<file path="src/rtl/mae_pkg.sv">
package mae_pkg;

    localparam int DATA_W  = 32;
    localparam int REG_AW  = 3;
    localparam int OP_W    = 2;
    localparam int BASE_W  = 10;
    localparam int LEN_W   = 8;
    localparam int EBASE_W = 11;
    localparam int EBITS_W = 13;
    localparam int FLD_LSB = 16;
    localparam int N_OPND  = 3;

    localparam logic [REG_AW-1:0] RA_STS = REG_AW'(0);
    localparam logic [REG_AW-1:0] RA_CMD = REG_AW'(1);
    localparam logic [REG_AW-1:0] RA_DA  = REG_AW'(2);
    localparam logic [REG_AW-1:0] RA_DB  = REG_AW'(3);
    localparam logic [REG_AW-1:0] RA_DC  = REG_AW'(4);
    localparam logic [REG_AW-1:0] RA_DE  = REG_AW'(5);
    localparam logic [REG_AW-1:0] RA_IST = REG_AW'(6);
    localparam logic [REG_AW-1:0] RA_IEN = REG_AW'(7);

    localparam int CMD_EXP_BIT   = 2;
    localparam int CMD_ABORT_BIT = 5;
    localparam int STS_OVF_BIT   = 0;
    localparam int STS_BUSY_BIT  = 1;
    localparam int STS_ERR_BIT   = 2;

    typedef struct packed {
        logic [BASE_W-1:0] base;
        logic [LEN_W-1:0]  len;
    } opnd_t;

    typedef struct packed {
        logic [EBASE_W-1:0] base;
        logic [EBITS_W-1:0] bits;
    } expd_t;

    typedef struct packed {
        opnd_t a;
        opnd_t b;
        opnd_t c;
        expd_t e;
    } desc_t;

    typedef struct packed {
        logic [OP_W-1:0] op;
        logic            exp;
    } cmd_t;

    localparam int DESC_W = $bits(desc_t);

    function automatic logic [DATA_W-1:0] pack_opnd(input opnd_t o);
        logic [DATA_W-1:0] r;
        r = '0;
        r[BASE_W-1:0]         = o.base;
        r[FLD_LSB +: LEN_W]   = o.len;
        return r;
    endfunction

    function automatic logic [DATA_W-1:0] pack_expd(input expd_t x);
        logic [DATA_W-1:0] r;
        r = '0;
        r[EBASE_W-1:0]        = x.base;
        r[FLD_LSB +: EBITS_W] = x.bits;
        return r;
    endfunction

endpackage

</file>
<file path="src/rtl/mae_shadow.sv">
module mae_shadow
    import mae_pkg::*;
(
    input  logic              clk,
    input  logic              rst_n,
    input  logic              wr_en,
    input  logic [REG_AW-1:0] addr,
    input  logic [DATA_W-1:0] wdata,
    output desc_t             shadow,
    output logic              irq_en
);

    typedef struct packed {
        opnd_t [N_OPND-1:0] opnd;
        expd_t              e;
        logic               ien;
    } shd_state_t;

    shd_state_t d, q;
    logic [N_OPND-1:0] opnd_sel;
    logic unused_wdata;

    assign unused_wdata = ^wdata;

    for (genvar g = 0; g < N_OPND; g++) begin : g_sel
        assign opnd_sel[g] = wr_en && (addr == (RA_DA + REG_AW'(g)));
    end

    always_comb begin
        d = q;
        for (int i = 0; i < N_OPND; i++) begin
            if (opnd_sel[i]) begin
                d.opnd[i].base = wdata[BASE_W-1:0];
                d.opnd[i].len  = wdata[FLD_LSB +: LEN_W];
            end
        end
        if (wr_en && addr == RA_DE) begin
            d.e.base = wdata[EBASE_W-1:0];
            d.e.bits = wdata[FLD_LSB +: EBITS_W];
        end
        if (wr_en && addr == RA_IEN) begin
            d.ien = wdata[0];
        end
    end

    always_ff @(posedge clk or negedge rst_n) begin
        if (!rst_n) q <= '0;
        else        q <= d;
    end

    assign shadow = '{a: q.opnd[0], b: q.opnd[1], c: q.opnd[2], e: q.e};
    assign irq_en = q.ien;

endmodule

</file>
<file path="src/rtl/mae_seq.sv">
module mae_seq
    import mae_pkg::*;
(
    input  logic              clk,
    input  logic              rst_n,
    input  logic              cmd_wr,
    input  logic              sts_wr,
    input  logic              ist_wr,
    input  logic [DATA_W-1:0] wdata,
    input  desc_t             shadow,
    input  logic              inv_busy,
    input  logic              eng_done,
    input  logic              eng_ovf,
    output desc_t             active,
    output cmd_t              act_cmd,
    output logic              start,
    output logic              abort,
    output logic              busy,
    output logic              err,
    output logic              ovf,
    output logic              irq_st
);

    typedef struct packed {
        logic  busy;
        logic  pend;
        logic  err;
        logic  ovf;
        logic  ist;
        logic  start;
        logic  abort;
        cmd_t  pcmd;
        cmd_t  acmd;
        desc_t act;
    } seq_state_t;

    seq_state_t d, q;
    logic unused_wdata;

    logic abort_req, cmd_nz, odd_base, launch, busy_fall, err_set, ovf_set;
    cmd_t new_cmd, launch_cmd;

    assign unused_wdata = ^wdata;

    always_comb begin
        d          = q;
        d.start    = 1'b0;
        d.abort    = 1'b0;
        launch     = 1'b0;
        launch_cmd = q.pcmd;
        busy_fall  = 1'b0;
        err_set    = 1'b0;
        ovf_set    = 1'b0;

        new_cmd.op  = wdata[OP_W-1:0];
        new_cmd.exp = wdata[CMD_EXP_BIT];
        abort_req   = cmd_wr && wdata[CMD_ABORT_BIT];
        cmd_nz      = cmd_wr && !wdata[CMD_ABORT_BIT] &&
                      ((new_cmd.op != '0) || new_cmd.exp);
        odd_base    = shadow.a.base[0] | shadow.b.base[0] |
                      shadow.c.base[0] | shadow.e.base[0];

        if (abort_req) begin
            d.abort = 1'b1;
            d.pend  = 1'b0;
            if (q.busy) begin
                d.busy    = 1'b0;
                busy_fall = 1'b1;
            end
        end else begin
            if (q.busy && eng_done) begin
                d.busy    = 1'b0;
                busy_fall = 1'b1;
                ovf_set   = eng_ovf;
            end
            if (q.pend && !inv_busy) begin
                launch     = 1'b1;
                launch_cmd = q.pcmd;
                d.pend     = 1'b0;
            end
            if (cmd_nz) begin
                if (q.busy || q.pend || odd_base) begin
                    err_set = 1'b1;
                end else if (inv_busy) begin
                    d.pend = 1'b1;
                    d.pcmd = new_cmd;
                end else begin
                    launch     = 1'b1;
                    launch_cmd = new_cmd;
                end
            end
        end

        if (launch) begin
            d.busy  = 1'b1;
            d.start = 1'b1;
            d.act   = shadow;
            d.acmd  = launch_cmd;
        end

        if (sts_wr && wdata[STS_OVF_BIT]) d.ovf = 1'b0;
        if (sts_wr && wdata[STS_ERR_BIT]) d.err = 1'b0;
        if (ovf_set)                      d.ovf = 1'b1;
        if (err_set)                      d.err = 1'b1;

        if (ist_wr && wdata[0]) d.ist = 1'b0;
        if (busy_fall)          d.ist = 1'b1;
    end

    always_ff @(posedge clk or negedge rst_n) begin
        if (!rst_n) q <= '0;
        else        q <= d;
    end

    assign active  = q.act;
    assign act_cmd = q.acmd;
    assign start   = q.start;
    assign abort   = q.abort;
    assign busy    = q.busy;
    assign err     = q.err;
    assign ovf     = q.ovf;
    assign irq_st  = q.ist;

endmodule

</file>
<file path="src/rtl/mae_cmd_front.sv">
module mae_cmd_front
    import mae_pkg::*;
(
    input  logic               clk,
    input  logic               rst_n,
    input  logic               bus_wr,
    input  logic [REG_AW-1:0]  bus_addr,
    input  logic [DATA_W-1:0]  bus_wdata,
    output logic [DATA_W-1:0]  bus_rdata,
    input  logic               inv_busy,
    input  logic               eng_done,
    input  logic               eng_ovf,
    output logic               eng_start,
    output logic               eng_abort,
    output logic [OP_W-1:0]    eng_op,
    output logic               eng_exp,
    output logic [BASE_W-1:0]  eng_a_base,
    output logic [LEN_W-1:0]   eng_a_len,
    output logic [BASE_W-1:0]  eng_b_base,
    output logic [LEN_W-1:0]   eng_b_len,
    output logic [BASE_W-1:0]  eng_c_base,
    output logic [LEN_W-1:0]   eng_c_len,
    output logic [EBASE_W-1:0] eng_e_base,
    output logic [EBITS_W-1:0] eng_e_bits,
    output logic               irq
);

    desc_t shadow;
    desc_t act_desc;
    cmd_t  act_cmd;
    logic  irq_en;
    logic  st_busy, st_err, st_ovf, st_ist;

    mae_shadow u_shadow (
        .clk    (clk),
        .rst_n  (rst_n),
        .wr_en  (bus_wr),
        .addr   (bus_addr),
        .wdata  (bus_wdata),
        .shadow (shadow),
        .irq_en (irq_en)
    );

    mae_seq u_seq (
        .clk      (clk),
        .rst_n    (rst_n),
        .cmd_wr   (bus_wr && bus_addr == RA_CMD),
        .sts_wr   (bus_wr && bus_addr == RA_STS),
        .ist_wr   (bus_wr && bus_addr == RA_IST),
        .wdata    (bus_wdata),
        .shadow   (shadow),
        .inv_busy (inv_busy),
        .eng_done (eng_done),
        .eng_ovf  (eng_ovf),
        .active   (act_desc),
        .act_cmd  (act_cmd),
        .start    (eng_start),
        .abort    (eng_abort),
        .busy     (st_busy),
        .err      (st_err),
        .ovf      (st_ovf),
        .irq_st   (st_ist)
    );

    always_comb begin
        bus_rdata = '0;
        case (bus_addr)
            RA_STS: begin
                bus_rdata[STS_OVF_BIT]  = st_ovf;
                bus_rdata[STS_BUSY_BIT] = st_busy;
                bus_rdata[STS_ERR_BIT]  = st_err;
            end
            RA_DA:   bus_rdata = pack_opnd(shadow.a);
            RA_DB:   bus_rdata = pack_opnd(shadow.b);
            RA_DC:   bus_rdata = pack_opnd(shadow.c);
            RA_DE:   bus_rdata = pack_expd(shadow.e);
            RA_IST:  bus_rdata[0] = st_ist;
            RA_IEN:  bus_rdata[0] = irq_en;
            default: bus_rdata = '0;
        endcase
    end

    assign eng_op     = act_cmd.op;
    assign eng_exp    = act_cmd.exp;
    assign eng_a_base = act_desc.a.base;
    assign eng_a_len  = act_desc.a.len;
    assign eng_b_base = act_desc.b.base;
    assign eng_b_len  = act_desc.b.len;
    assign eng_c_base = act_desc.c.base;
    assign eng_c_len  = act_desc.c.len;
    assign eng_e_base = act_desc.e.base;
    assign eng_e_bits = act_desc.e.bits;
    assign irq        = st_ist & irq_en;

endmodule

</file>
<file path="config.mk">
export PLATFORM = sky130hd
export DESIGN_NAME = mae_cmd_front
export DESIGN_NICKNAME = d
export VERILOG_FILES = /design/src/rtl/mae_pkg.sv /design/src/rtl/mae_shadow.sv /design/src/rtl/mae_seq.sv /design/src/rtl/mae_cmd_front.sv
export SDC_FILE = /design/constraint.sdc
export NUM_CORES = 1
export LEC_CHECK = 0
export BUFFER_PORTS_ARGS = -buffer_cell sky130_fd_sc_hd__buf_2
export CORE_UTILIZATION = 40
export CTS_CLUSTER_DIAMETER = 50
export DETAILED_ROUTE_END_ITERATION = 6
export PLACE_DENSITY_LB_ADDON = 0.05
export SETUP_SLACK_MARGIN = 0.4
export SLEW_MARGIN = 5
export SYNTH_ARGS = -nofsm -noshare
export SYNTH_HDL_FRONTEND = slang
export SYNTH_SLANG_ARGS = --single-unit
</file>
<file path="constraint.sdc">
create_clock -name clk -period 2.05 [get_ports clk]
set_clock_uncertainty 0.2 [all_clocks]
set_input_delay 0.1025 -clock clk [delete_from_list [all_inputs] [get_ports clk]]
set_output_delay 0.1025 -clock clk [all_outputs]
set_load 0.05 [all_outputs]
</file>
After elaboration in Yosys (flattened, before gate mapping)
Cells that the tools add are included. W data, S select, Z words.

Eq/ne operators: 7. Mux-type cells: 35. Bitwise gates (word level): 6. Reductions and logical operators: 28.

Operators by type and width (count): $pmux W26 S4 (1); $mux W1 (27); $logic_and A1 B1 Y1 (16); $eq A3 B3 Y1 const B (4); $mux W3 (4); $pmux W2 S5 (1); $reduce_bool A2 Y1 (4); $pmux W1 S7 (1); $eq A3 B2 Y1 const B (2); $reduce_and A4 Y1 (1); $eq A3 B1 Y1 const B (1); $logic_not A3 Y1 (1); $logic_or A1 B1 Y1 (3); $or A1 B1 Y1 (3); $reduce_bool A3 Y1 (1); $logic_not A1 Y1 (2); $mux W2 (1); $not A1 Y1 (2); $and A1 B1 Y1 (1).

Register bits after elaboration: 170. Input bits: 41. Output and inout port bits: 116.

Logic depth before layout (Yosys ltp)
Depth after elaboration: 8. Gate-level depth with buffers: 8.

Modules after synthesis
From an unflattened synthesis, not the netlist that was laid out.

Cells, all modules: 565. Area total of the unflattened synthesis: 7895.1 um^2.

By module, submodules not included: mae_seq (times used 1, cells an instance 302, area each 4165.2 um^2, sequential area each 2277.2 um^2); mae_shadow (times used 1, cells an instance 170, area each 2997.9 um^2, sequential area each 1976.9 um^2); mae_cmd_front (times used 1, cells an instance 93, area each 732.0 um^2, sequential area each 0.0 um^2).

Least setup slack after synthesis
No wires, ideal clock.

Path kind: reg-to-reg. Start point: register u_seq.q, in the netlist u_seq.busy. End point: register u_seq.q, in the netlist u_seq.active[10]. Arrival time: 1763 ps. Path slack: -38 ps. Stages on the path, launching flop included: 8. Path buffers: 3. Path through: dfrtp_1 nor4_1 nand4_1 a21o_1 buf_2 buf_6 buf_6 mux2_4.

Word-level cells in the longest chain between the ends: 5.

RTL lines: start, declared (line mae_seq.sv:37) `seq_state_t d, q;`; start signal, assigned (line mae_seq.sv:111) `if (!rst_n) q <= '0;`; start signal, assigned (line mae_seq.sv:112) `else q <= d;`; $logic_or A1 B1 Y1 (2 in series) (line mae_seq.sv:82) `if (q.busy || q.pend || odd_base) begin`; $mux W1 (line mae_seq.sv:82); $mux W1 (line mae_seq.sv:81) `if (cmd_nz) begin`; $mux W1 (line mae_seq.sv:63) `if (abort_req) begin`.

Every way passes these cells. A chain may end at the register's enable or synchronous reset.

Final worst setup path
Start point: register u_seq.q, in the netlist u_seq.busy. End point: register u_seq.q, in the netlist u_seq.active[16].

The elaborated chain is that of the path after synthesis.

==> results.cfg <==
[layout]
nets = 734
antenna_cells = 0
fillCellCount = 1663
post-route-util_pct = 51.57
area_delta_synth_final_pct = 25.87
multi_input_area_sq_mm = 0.002934
seqCellArea_sq_mm = 0.004254
layout_commonest_cell = dfrtp_1
instances_no_fill = 940
drive_gt1_share_pct = 61.76
final_cell_mix = dfrtp_1 (170), mux2_2 (140), buf_2 (121), buf_4 (35)

[clock_tree]
cts_tree = done
cts.sinks = 170
clock_tree.buffer_depth = 2
numCtsBuffers = 17
cts-root-buf = clkbuf_16
worstSkewPairLatency_ns = 0.43
h-tree-depth = 4
clkTransAtPathRegs_ns = 0.07

[setup_path]
critPathTopFamily = simple AND/OR/NAND/NOR gates
r2r-start = u_seq.busy
crit_cells = 5
cp.buffers_inverters = 1
cp_slowest_cell = dfrtp_1
crit_type = reg2reg
critPathLaunchType = flop
max_stage_delay_ns = 0.40
r2r_cells = 5
critical_path_required_ns = 2.16
endpoint_kind = flop
crit_chain = nor4_2 -> nand4_1 -> a21o_4 -> buf_12 -> mux2_2
r2r_end = u_seq.active[16]
path_max_fanout = 39
rrSetupSlack_ns = -0.02
crit_arrival_ns = 2.18

[hold_path]
min_from = bus_wr
whs_path_depth = 4
min_to = u_shadow.irq_en
hp-class = in2reg

[grt]
antenna_found_initial = 0
grt_overflow = 0
grt_pass1_vias = 4993
gr-usage-all-layers_pct = 18.76
grt_max_degree = 58
grt_pass1_wl_microns = 28190

[floorplanning]
initial_core_util_pct = 40.97
rows = 50
die_w_microns = 140.6
io_pins = 157
die-area_sq_mm = 0.01978
die_height_microns = 140.6
core_area_sq_mm = 0.01877

[timing]
final_hold_viol_count = 0
finalCritPeriodShare_pct = 100.7
post-route-min-period_ns = 2.065
rsz0062_at_grt = true
drv_slew = 0
fmax_ghz = 0.4842
setup_violations = 28
finalWorstSetupSlack_ns = -0.01508
worst_hold_slack_ns = 0.03672

[synth]
ys_warn_count = 0
synth_edf_count = 0
synth_seq_area_share_pct = 55.33
netlist_instances = 571
ys_types = 41
synth_top_flop_cell = dfrtp_1
synth.ff_latch_count = 170
syn_area_sq_mm = 0.007689
async_flop_share_pct = 100.0
syn-mean-instance-area_sq_um = 13.47

[outcome]
violations = setup timing
status = finished with violations

[detailed_routing]
vias = 4763
first_iter_violations = 166
post-route-drc-count = 0
wl_per_cell_microns = 18.88
drtPass1Iterations = 4
drtAntennaViolNets = 0
wl_microns = 17750
viasPerCell = 5.067

[placement]
dp_cells = 868
place_congestion = 0.7677
hpwl_microns = 11880
port_buffers = 140

[power]
vdd_ir_drop_max_v = 0.0005603
power.density_mw_per_mm2 = 1187
p_leak_nw = 4.848

[flow_run]
cap_violations = 0
[worst max path at each step]
stage	start	slack (ns)	endpoint
floorplan	u_seq.q[89]	0.05	u_seq.active[10]
global placement	u_seq.q[89]	0.06	u_seq.active[2]
detailed placement	u_seq.q[89]	0.01	u_seq.active[9]
CTS	u_seq.busy	-0.002	u_seq.active[16]
global route	u_shadow.shadow[50]	-0.07	bus_rdata[0]
finish	u_seq.busy	-0.02	u_seq.active[16]
[layout make-up]
class                           count  share of cell area (%)
Inverter                            4                  0.1810
Timing Repair Buffer              214                   16.07
Clock buffer                       18                   4.538
Multi-Input combinational cell    286                   30.32
Clock inverter                     14                   1.913
Sequential cell                   170                   43.96
Tap cell                          234                   3.025
[state kept, by name (all words and copies together) (netlist names)]
signal and count:
u_shadow.irq_en 1, u_seq.start 1, u_seq.q 4, u_shadow.shadow 78, u_seq.busy 1, u_seq.ovf 1
u_seq.err 1, u_seq.abort 1, u_seq.active 78, u_seq.irq_st 1, u_seq.act_cmd 3
[report_power, final]
group	internal, mW	switching, mW	leakage [nW]
Clock	1.98	1.41	0.296
Combinational	1.24	2.26	2.37
Sequential	4.09	0.517	2.18
Total	7.31	4.18	4.85
[per-stage QoR]
step	setup WS (ns)	area (sq um)	power (mW)	setup TNS, ns
3_3_place_gp	0.05673	8327	7.825	0
3_5_place_dp	0.01103	8327	7.898	0
6_report	-0.01508	9678	11.49	-0.2367
5_1_grt	-0.06852	9678	11.97	-3.591
4_1_cts	-0.002362	9413	11.45	-0.005973
2_1_floorplan	0.05265	7838	7.517	0
[worst min-delay path, stage by stage]
cell and delay (ns):
buf_2 0.11, buf_4 0.16, nand4_1 0.10, mux2_2 0.15
[Yosys cell counts, drive strengths merged, types with 2 or more instances]
cell type	number	area share (%)
nand4	2	0.16
o221a	3	0.44
nand2b	3	0.24
a22oi	31	3.0
nor2	6	0.29
and2	10	0.81
buf	109	10
a21o	3	0.29
nand2	23	1.1
nand3	2	0.13
or3	5	0.41
mux2	161	24
clkbuf	9	0.44
a21oi	5	0.33
nor3b	3	0.29
mux2i	3	0.39
o21ai	2	0.13
inv	4	0.20
dfrtp	170	55
[metal layers]
metal / vias up / track usage, % / wire [microns]
li1: 2155 / - / -
met1: 2464 / 25.17 / 8292
met2: 127 / 29.82 / 8525
met3: 17 / 4.721 / 707
met4: 0 / 6.007 / 225
met5: - / 0 / 0
[logic make-up after synthesis]
| group | after synthesis | share of synthesized area, % |
|---|---|---|
| flip-flops | 170 | 55.33 |
| multiplexers | 164 | 24.46 |
| other | 1 | 0.04877 |
| buffers and inverters | 122 | 10.82 |
| AND/OR/NAND/NOR | 62 | 4.247 |
| AO/OA/AOI/OAI | 52 | 5.094 |
[what timing repair did]
item                       4_1_cts  5_1_grt
setup endpoints to repair      103      212
buffers inserted                 2        8
hold buffers                    30        0
hold endpoints to repair       261        0
resized for setup               44       48
pin swaps                        7        8
Power figures use the tool's default switching activity.
